[config.mk]
export PLATFORM = sky130hd
export DESIGN_NAME = lburst_seq
export DESIGN_NICKNAME = d
export VERILOG_FILES = /design/src/rtl/lburst_pkg.sv /design/src/rtl/lburst_policy.sv /design/src/rtl/lburst_addr_ctr.sv /design/src/rtl/lburst_fsm.sv /design/src/rtl/lburst_seq.sv
export SDC_FILE = /design/constraint.sdc
export NUM_CORES = 1
export LEC_CHECK = 0
export CORE_ASPECT_RATIO = 0.7
export CORE_MARGIN = 3
export CORE_UTILIZATION = 35
export DETAILED_ROUTE_END_ITERATION = 16
export GPL_TIMING_DRIVEN = 0
export MAX_ROUTING_LAYER = met4
export SLEW_MARGIN = 40
export SYNTH_ARGS = -nofsm -noshare
export SYNTH_HDL_FRONTEND = slang
export SYNTH_HIERARCHICAL = 1
export SYNTH_SLANG_ARGS = --single-unit
[constraint.sdc]
create_clock -name clk -period 3.9 [get_ports clk]
set_input_delay 0.78 -clock clk [delete_from_list [all_inputs] [get_ports clk]]
set_output_delay 0.78 -clock clk [all_outputs]
set_load 0.005 [all_outputs]
[src/rtl/lburst_pkg.sv]
package lburst_pkg;
  typedef enum logic [1:0] {
    K_DATA = 2'd0,
    K_DESC = 2'd1,
    K_INIT = 2'd2,
    K_RSVD = 2'd3
  } xfer_kind_e;

  typedef enum logic [1:0] {
    S_IDLE = 2'd0,
    S_ADDR = 2'd1,
    S_DATA = 2'd2
  } seq_state_e;
endpackage

[src/rtl/lburst_policy.sv]
module lburst_policy
  import lburst_pkg::*;
(
  input  xfer_kind_e kind,
  input  logic       write,
  input  logic       rd_en,
  input  logic       wr_en,
  input  logic       rd_pin,
  output logic       burst_ok
);
  logic dir_ok;

  always_comb begin
    if (write) dir_ok = wr_en;
    else       dir_ok = rd_en & rd_pin;
    burst_ok = (kind == K_DATA) & dir_ok;
  end
endmodule

[src/rtl/lburst_addr_ctr.sv]
module lburst_addr_ctr #(
  parameter int AW = 32,
  parameter int DW = 32,
  parameter int CW = 8
) (
  input  logic          clk,
  input  logic          rst_n,
  input  logic          load,
  input  logic [AW-1:0] start_addr,
  input  logic [CW-1:0] beats_in,
  input  logic          advance,
  output logic [AW-1:0] addr,
  output logic          last
);
  localparam logic [AW-1:0] STEP = AW'(DW / 8);

  logic [CW-1:0] remain;

  always_ff @(posedge clk) begin
    if (!rst_n) begin
      addr   <= '0;
      remain <= '0;
    end else if (load) begin
      addr   <= start_addr;
      remain <= (beats_in == '0) ? '0 : beats_in - CW'(1);
    end else if (advance) begin
      addr   <= addr + STEP;
      remain <= remain - CW'(1);
    end
  end

  assign last = (remain == '0);


  addr_step_chk: assert property (@(posedge clk) disable iff (!rst_n)
    advance && !load |=> addr == $past(addr) + STEP);


  addr_hold_chk: assert property (@(posedge clk) disable iff (!rst_n)
    !advance && !load |=> $stable(addr));
endmodule

[src/rtl/lburst_fsm.sv]
module lburst_fsm
  import lburst_pkg::*;
(
  input  logic clk,
  input  logic rst_n,
  input  logic req_valid,
  input  logic write_in,
  input  logic burst_in,
  input  logic last,
  input  logic bus_ready,
  output logic req_ready,
  output logic load,
  output logic advance,
  output logic addr_strobe,
  output logic data_act,
  output logic bus_wr,
  output logic done
);
  seq_state_e state, nstate;
  logic burst_q, wr_q, done_q;
  logic beat_end;

  assign req_ready   = (state == S_IDLE);
  assign load        = req_valid & req_ready;
  assign beat_end    = (state == S_DATA) & bus_ready;
  assign advance     = beat_end & ~last;
  assign addr_strobe = (state == S_ADDR);
  assign data_act    = (state == S_DATA);
  assign bus_wr      = wr_q & ~req_ready;
  assign done        = done_q;

  always_comb begin
    nstate = state;
    unique case (state)
      S_IDLE: if (load) nstate = S_ADDR;
      S_ADDR: nstate = S_DATA;
      S_DATA: begin
        if (beat_end) begin
          if (last)         nstate = S_IDLE;
          else if (burst_q) nstate = S_DATA;
          else              nstate = S_ADDR;
        end
      end
      default: nstate = S_IDLE;
    endcase
  end

  always_ff @(posedge clk) begin
    if (!rst_n) begin
      state   <= S_IDLE;
      burst_q <= 1'b0;
      wr_q    <= 1'b0;
      done_q  <= 1'b0;
    end else begin
      state  <= nstate;
      done_q <= beat_end & last;
      if (load) begin
        burst_q <= burst_in;
        wr_q    <= write_in;
      end
    end
  end


  strobe_single_chk: assert property (@(posedge clk) disable iff (!rst_n)
    addr_strobe |=> !addr_strobe && data_act);


  burst_chain_chk: assert property (@(posedge clk) disable iff (!rst_n)
    advance && burst_q |=> data_act && !addr_strobe);


  readdr_chk: assert property (@(posedge clk) disable iff (!rst_n)
    advance && !burst_q |=> addr_strobe && !data_act);


  done_pulse_chk: assert property (@(posedge clk) disable iff (!rst_n)
    beat_end && last |=> done && req_ready);


  wait_hold_chk: assert property (@(posedge clk) disable iff (!rst_n)
    data_act && !bus_ready |=> data_act);
endmodule

[src/rtl/lburst_seq.sv]
module lburst_seq
  import lburst_pkg::*;
#(
  parameter int AW = 32,
  parameter int DW = 32,
  parameter int CW = 8
) (
  input  logic          clk,
  input  logic          rst_n,
  input  logic          req_valid,
  output logic          req_ready,
  input  logic          req_write,
  input  logic [1:0]    req_kind,
  input  logic [AW-1:0] req_addr,
  input  logic [CW-1:0] req_beats,
  input  logic          rd_burst_en,
  input  logic          wr_burst_en,
  input  logic          rd_burst_pin,
  input  logic          bus_ready,
  output logic [AW-1:0] bus_addr,
  output logic          addr_strobe,
  output logic          bus_wr,
  output logic          data_act,
  output logic          done
);
  xfer_kind_e kind;
  logic burst_sel, load, advance, last;

  assign kind = xfer_kind_e'(req_kind);

  lburst_policy u_policy (
    .kind     (kind),
    .write    (req_write),
    .rd_en    (rd_burst_en),
    .wr_en    (wr_burst_en),
    .rd_pin   (rd_burst_pin),
    .burst_ok (burst_sel)
  );

  lburst_addr_ctr #(.AW(AW), .DW(DW), .CW(CW)) u_ctr (
    .clk        (clk),
    .rst_n      (rst_n),
    .load       (load),
    .start_addr (req_addr),
    .beats_in   (req_beats),
    .advance    (advance),
    .addr       (bus_addr),
    .last       (last)
  );

  lburst_fsm u_fsm (
    .clk         (clk),
    .rst_n       (rst_n),
    .req_valid   (req_valid),
    .write_in    (req_write),
    .burst_in    (burst_sel),
    .last        (last),
    .bus_ready   (bus_ready),
    .req_ready   (req_ready),
    .load        (load),
    .advance     (advance),
    .addr_strobe (addr_strobe),
    .data_act    (data_act),
    .bus_wr      (bus_wr),
    .done        (done)
  );


  kind_no_burst_chk: assert property (@(posedge clk) disable iff (!rst_n)
    load && kind != K_DATA |-> !burst_sel);


  pin_veto_chk: assert property (@(posedge clk) disable iff (!rst_n)
    load && !req_write && !rd_burst_pin |-> !burst_sel);


  accept_addr_chk: assert property (@(posedge clk) disable iff (!rst_n)
    load |=> addr_strobe && bus_addr == $past(req_addr) && bus_wr == $past(req_write));


  busy_ready_chk: assert property (@(posedge clk) disable iff (!rst_n)
    (addr_strobe || data_act) |-> !req_ready);
endmodule

Word-level counts from Yosys, hierarchy flattened --
Cells that the tools add are included.
Word-level totals: register bits after elaboration 45, output and inout port bits 37, word-level logic and storage cells 39
Cells by class: $add $sub $neg 3, equality and inequality tests 4, muxes and demuxes 11, bitwise logic cells 9, reductions and logical operators 6
Operator list (number):
- two-way mux 32 bit | 2
- adder 32 x 3 -> 32 bit (second input constant) | 1
- two-way mux 8 bit | 3
- logical NOT 8 bit | 2
- subtractor 8 x 1 -> 8 bit (second input constant) | 2
- two-way mux 2 bit | 4
- bitwise AND 1 bit | 7
- case mux 2 bit (3 select lines) | 1
- logical NOT 2 bit | 2
- == test 2 x 1 -> 1 bit (second input constant) | 1
- == test 2 bit (second input constant) | 1
- inequality test 2 x 1 -> 1 bit (second input constant) | 1
- inequality test 2 bit (second input constant) | 1
- NOT 1 bit | 2
- AND reduction 2 bit | 1
- nonzero test 2 bit | 1
- two-way mux 1 bit | 1

Longest topological paths before layout --
depth in word-level cells 5, mapped depth 10

Hierarchy --
Netlist, hierarchy kept.
By module, submodules not included:
- lburst_addr_ctr | instances 1, cells each 305, area an instance 2549.9 µm², sequential area each 800.8 µm²
- lburst_fsm | instances 1, cells each 26, area an instance 230.2 µm², sequential area each 100.1 µm²
- lburst_policy | instances 1, cells each 3, area an instance 36.3 µm², sequential area each 0.0 µm²

Worst setup path before layout --
No wires, ideal clock.
path type in2reg, from input port bus_ready, to register u_ctr.addr[31], data arrival time 2249 ps, data required time 3778 ps, setup slack 1529 ps, cell stages on the path 6, path through nand2_1 > nor2_1 > nand4_4 > or4_1 > o31a_1 > o311a_1
Between the ends: word-level cells in the longest chain between the ends 3
RTL lines:
- start: declaration | line lburst_seq.sv:19 | input logic bus_ready,
- bitwise AND 1 bit | line lburst_fsm.sv:25 | assign beat_end = (state == S_DATA) & bus_ready;
- bitwise AND 1 bit | line lburst_fsm.sv:26 | assign advance = beat_end & ~last;
- via advance | line lburst_seq.sv:27 | logic burst_sel, load, advance, last;
- nonzero test 2 bit (no line)
- end signal: assignment | line lburst_addr_ctr.sv:24 | addr <= start_addr;
- end signal: assignment | line lburst_addr_ctr.sv:27 | addr <= addr + STEP;
- end: declaration | line lburst_addr_ctr.sv:12 | output logic [AW-1:0] addr,
The timed path passes the listed nets, and every way through them passes these cells. A chain may end at the register's enable or synchronous reset.

Final worst setup path --
from input port bus_ready, to register u_ctr.addr[17]
Same word-level chain as after synthesis.

==> metrics.cfg <==
[critical_path]
start_kind=input pin
cp.depth=9
reg2reg_depth=10
crit_chain=clkdlybuf4s50_1 -> nand2_1 -> nor2_1 -> buf_2 -> and4_1 -> clkbuf_1 -> nand4_1 -> or3_1 -> a31oi_1
critPathArrivalTime_ns=3.22
r2r_end=u_ctr/addr[17]
path_max_fanout=10
crit_slowest_cell=clkdlybuf4s50_1
startpoint=bus_ready
max_stage_delay_ns=0.52
cp_num_buf_inv=3
crit_required_ns=4.12
rrSetupSlack_ns=1.13
r2r-start=u_ctr/remain[0]
endpoint_kind=flop
critPathTopFamily=buffers and inverters
endpoint=u_ctr/addr[17]
critPathKind=input pin to flop

[synth]
synth_edf_count=0
synthTopCellsByArea=dfxtp_1 32%, o21ai_0 5.0%, xor2_1 4.0%, nor2_1 3.5%, a21oi_1 2.8%
synthMuxAreaShare_pct=2.13
synth_top_family_by_area=simple AND/OR/NAND/NOR gates
synth_top_area_share_pct=32.0
postSynthAreaPerCell_um2=8.43
synth_top_area_cell=dfxtp_1
synth_flop_cell=dfxtp_1
yosys_register_bits=45
yosysUniqueCellTypes=60
ys_seq_area_share_pct=32.0
synth_xor_area_share_pct=6.22
synthesis.area_mm2=0.00282
ys_warn_count=6
postSynth.asyncResetShare_pct=0
synth_nets=389
synth_cells=334
synth_fa_ha_area_share_pct=2.22
synth_simple_gate_area_share_pct=29.7
synth_compound_area_share_pct=20.7

[floorplanning]
fp.dieH_um=81.1
rows=26
initial_core_util_pct=37.3
core_area_mm2=0.00755
die_area_mm2=0.00918
io_pins=87
die_x_um=113

[final_layout]
fin_util_pct=52.6
num_antenna_cells=0
seq_area_um2=901
fill_cells=748
syn_to_final_growth_pct=41.0
finalNetCount=482
final-instance-count-excl-fill=526
drive_gt1_share_pct=9.11
multiInputGateArea_mm2=0.00172

[detailed_routing]
wl_per_cell_um=16.6
wl_met1_um=4480
antenna_left=0
drc=0
wl_um=8750
dr.pass1.iters=5
route.met3.wl_um=649
route.met2.wl_um=3590
via_per_inst=5.58
drt_iter0_markers=257
highest_layer=met4
num_vias=2934

[grt]
grt_usage_pct=19.5
antenna_found_initial=0
grt_pass1_vias=2705
grt_first_pass_wirelength_um=14100
overflow=0
grt_max_degree=14

[min_path]
min_path_type=flop to flop

[sta]
setup_violations=0
max_freq_ghz=0.334
finalCritPeriodShare_pct=76.8
maxSlewViolCount=0
setup-tns-final_ns=0
hold_viol_final=0
rsz0062_at_grt=no
clock-skew-final_ns=0.00783
finalCriticalPeriod_ns=2.99
max_slew.worst_pin.slew_ns=0.595
max_slew_margin_pct=60.4
holdWs_ns=0.464

[cts]
postCtsSetupBuffers=0
clockRootBuffer=clkbuf_16
numClockSinks=45
holdBufCountCts=0
cts_buffers=5
tritoncts=built
htreeDepth=2
path_clk_slew_ns=0.07
post_cts_resized=0
cts_buffer_depth=2
clk_latency_ns=0.29

[placed_design]
dp.cells=518
routabilityCongestion=0.833
port-buffer-count=86
dpl.hpwl_um=6460

[power_and_ir_drop]
power.leakage_nw=1.41
pwr_density_cell_mw_per_mm2=349
ir_drop_mv=0.242

[outcome]
status=complete, no violations

[flow_run]
cap_violations=0

-- metrics by stage --
step / setup WS (ns) / instance area, um2 / power (mW)
finish: 0.906 / 3970 / 1.39
global route: 0.746 / 3970 / 1.45
CTS: 0.924 / 3970 / 1.39
detailed placement: 0.657 / 3800 / 0.884
global placement: 0.659 / 3800 / 0.882
floorplan: 1.53 / 2820 / 0.713
-- area by class of cell --
type	instances	share of cell area [%]
buffer	23	4.00
multi-input combinational	256	43.3
clock buffer	7	3.59
tap	98	3.09
clock inverter	1	0.756
timing repair buffer	86	21.7
sequential	45	22.7
inverter	10	0.945
-- worst min path at each step --
stage,cells after the start,to,from,slack [ns]
after floorplan,2,u_fsm/wr_q,u_fsm/wr_q,0.43
after global placement,2,u_fsm/wr_q,u_fsm/wr_q,0.44
after detailed placement,2,u_fsm/wr_q,u_fsm/wr_q,0.46
after CTS,2,u_fsm/wr_q,u_fsm/wr_q,0.47
after global routing,2,u_fsm/wr_q,u_fsm/wr_q,0.50
final,2,u_fsm/wr_q,u_fsm/wr_q,0.46
-- Yosys cell counts, types with 6 or more instances --
library cell,count
a31oi_1,9
nor4_1,6
a211oi_1,9
mux2i_1,6
a21oi_1,16
xnor2_1,7
nand4_1,12
nor3_1,10
and4_1,9
or3_1,7
xor2_1,13
o21ai_0,28
nand2_1,19
nand3_1,15
clkbuf_1,10
dfxtp_1,45
nor2_1,26
or4_1,7
inv_1,10
-- state kept, by name, summed over array words and instances (netlist names) --
| name | count |
|---|---|
| u_fsm/wr_q | 1 |
| u_ctr/addr | 32 |
| u_fsm/burst_q | 1 |
| u_fsm/done | 1 |
| u_fsm/state | 2 |
| u_ctr/remain | 8 |
-- where the power goes --
part | leakage [nW] | internal, mW | switching [mW] | total [mW]
clock | 0.0841 | 0.321 | 0.187 | 0.508
sequential | 0.372 | 0.501 | 0.0506 | 0.551
combinational | 0.951 | 0.183 | 0.144 | 0.327
-- logic make-up (layout without fill, tap and decap cells) --
kind of cell               Yosys count  in the layout
and+or+nand+nor                    139            139
buffers and inverters               33            127
AOI/OAI and AO/OA                   86             86
DFF                                 45             45
adders and majority gates            5              5
xor gates and xnor gates            20             20
muxes                                6              6
-- worst register-to-register path, delay by kind of cell (launching register included) --
| kind | cells | cell delay (ns) |
|---|---|---|
| adders and majority gates | 1 | 0.20 |
| and+or+nand+nor | 5 | 1.22 |
| AOI/OAI and AO/OA | 1 | 0.16 |
| DFF | 1 | 0.40 |
| buffers and inverters | 3 | 0.74 |
-- layout by cell type, fill, tap and decap left out, types with 11 or more instances in the layout --
cell type and instances:
nand2_1 19, xor2_1 13, o21ai_0 28, nor2_1 26, nand4_1 12, clkdlybuf4s50_1 86, nand3_1 15, clkbuf_1 11
a21oi_1 16, dfxtp_1 45
-- routing by layer --
| layer | vias up | track usage (%) |
|---|---|---|
| li1 | 1447 | - |
| met1 | 1363 | 28.9 |
| met2 | 120 | 27.0 |
| met3 | 4 | 4.47 |
| met4 | 0 | 3.12 |
| met5 | - | - |
No activity file was read; power rests on OpenSTA's default activity.
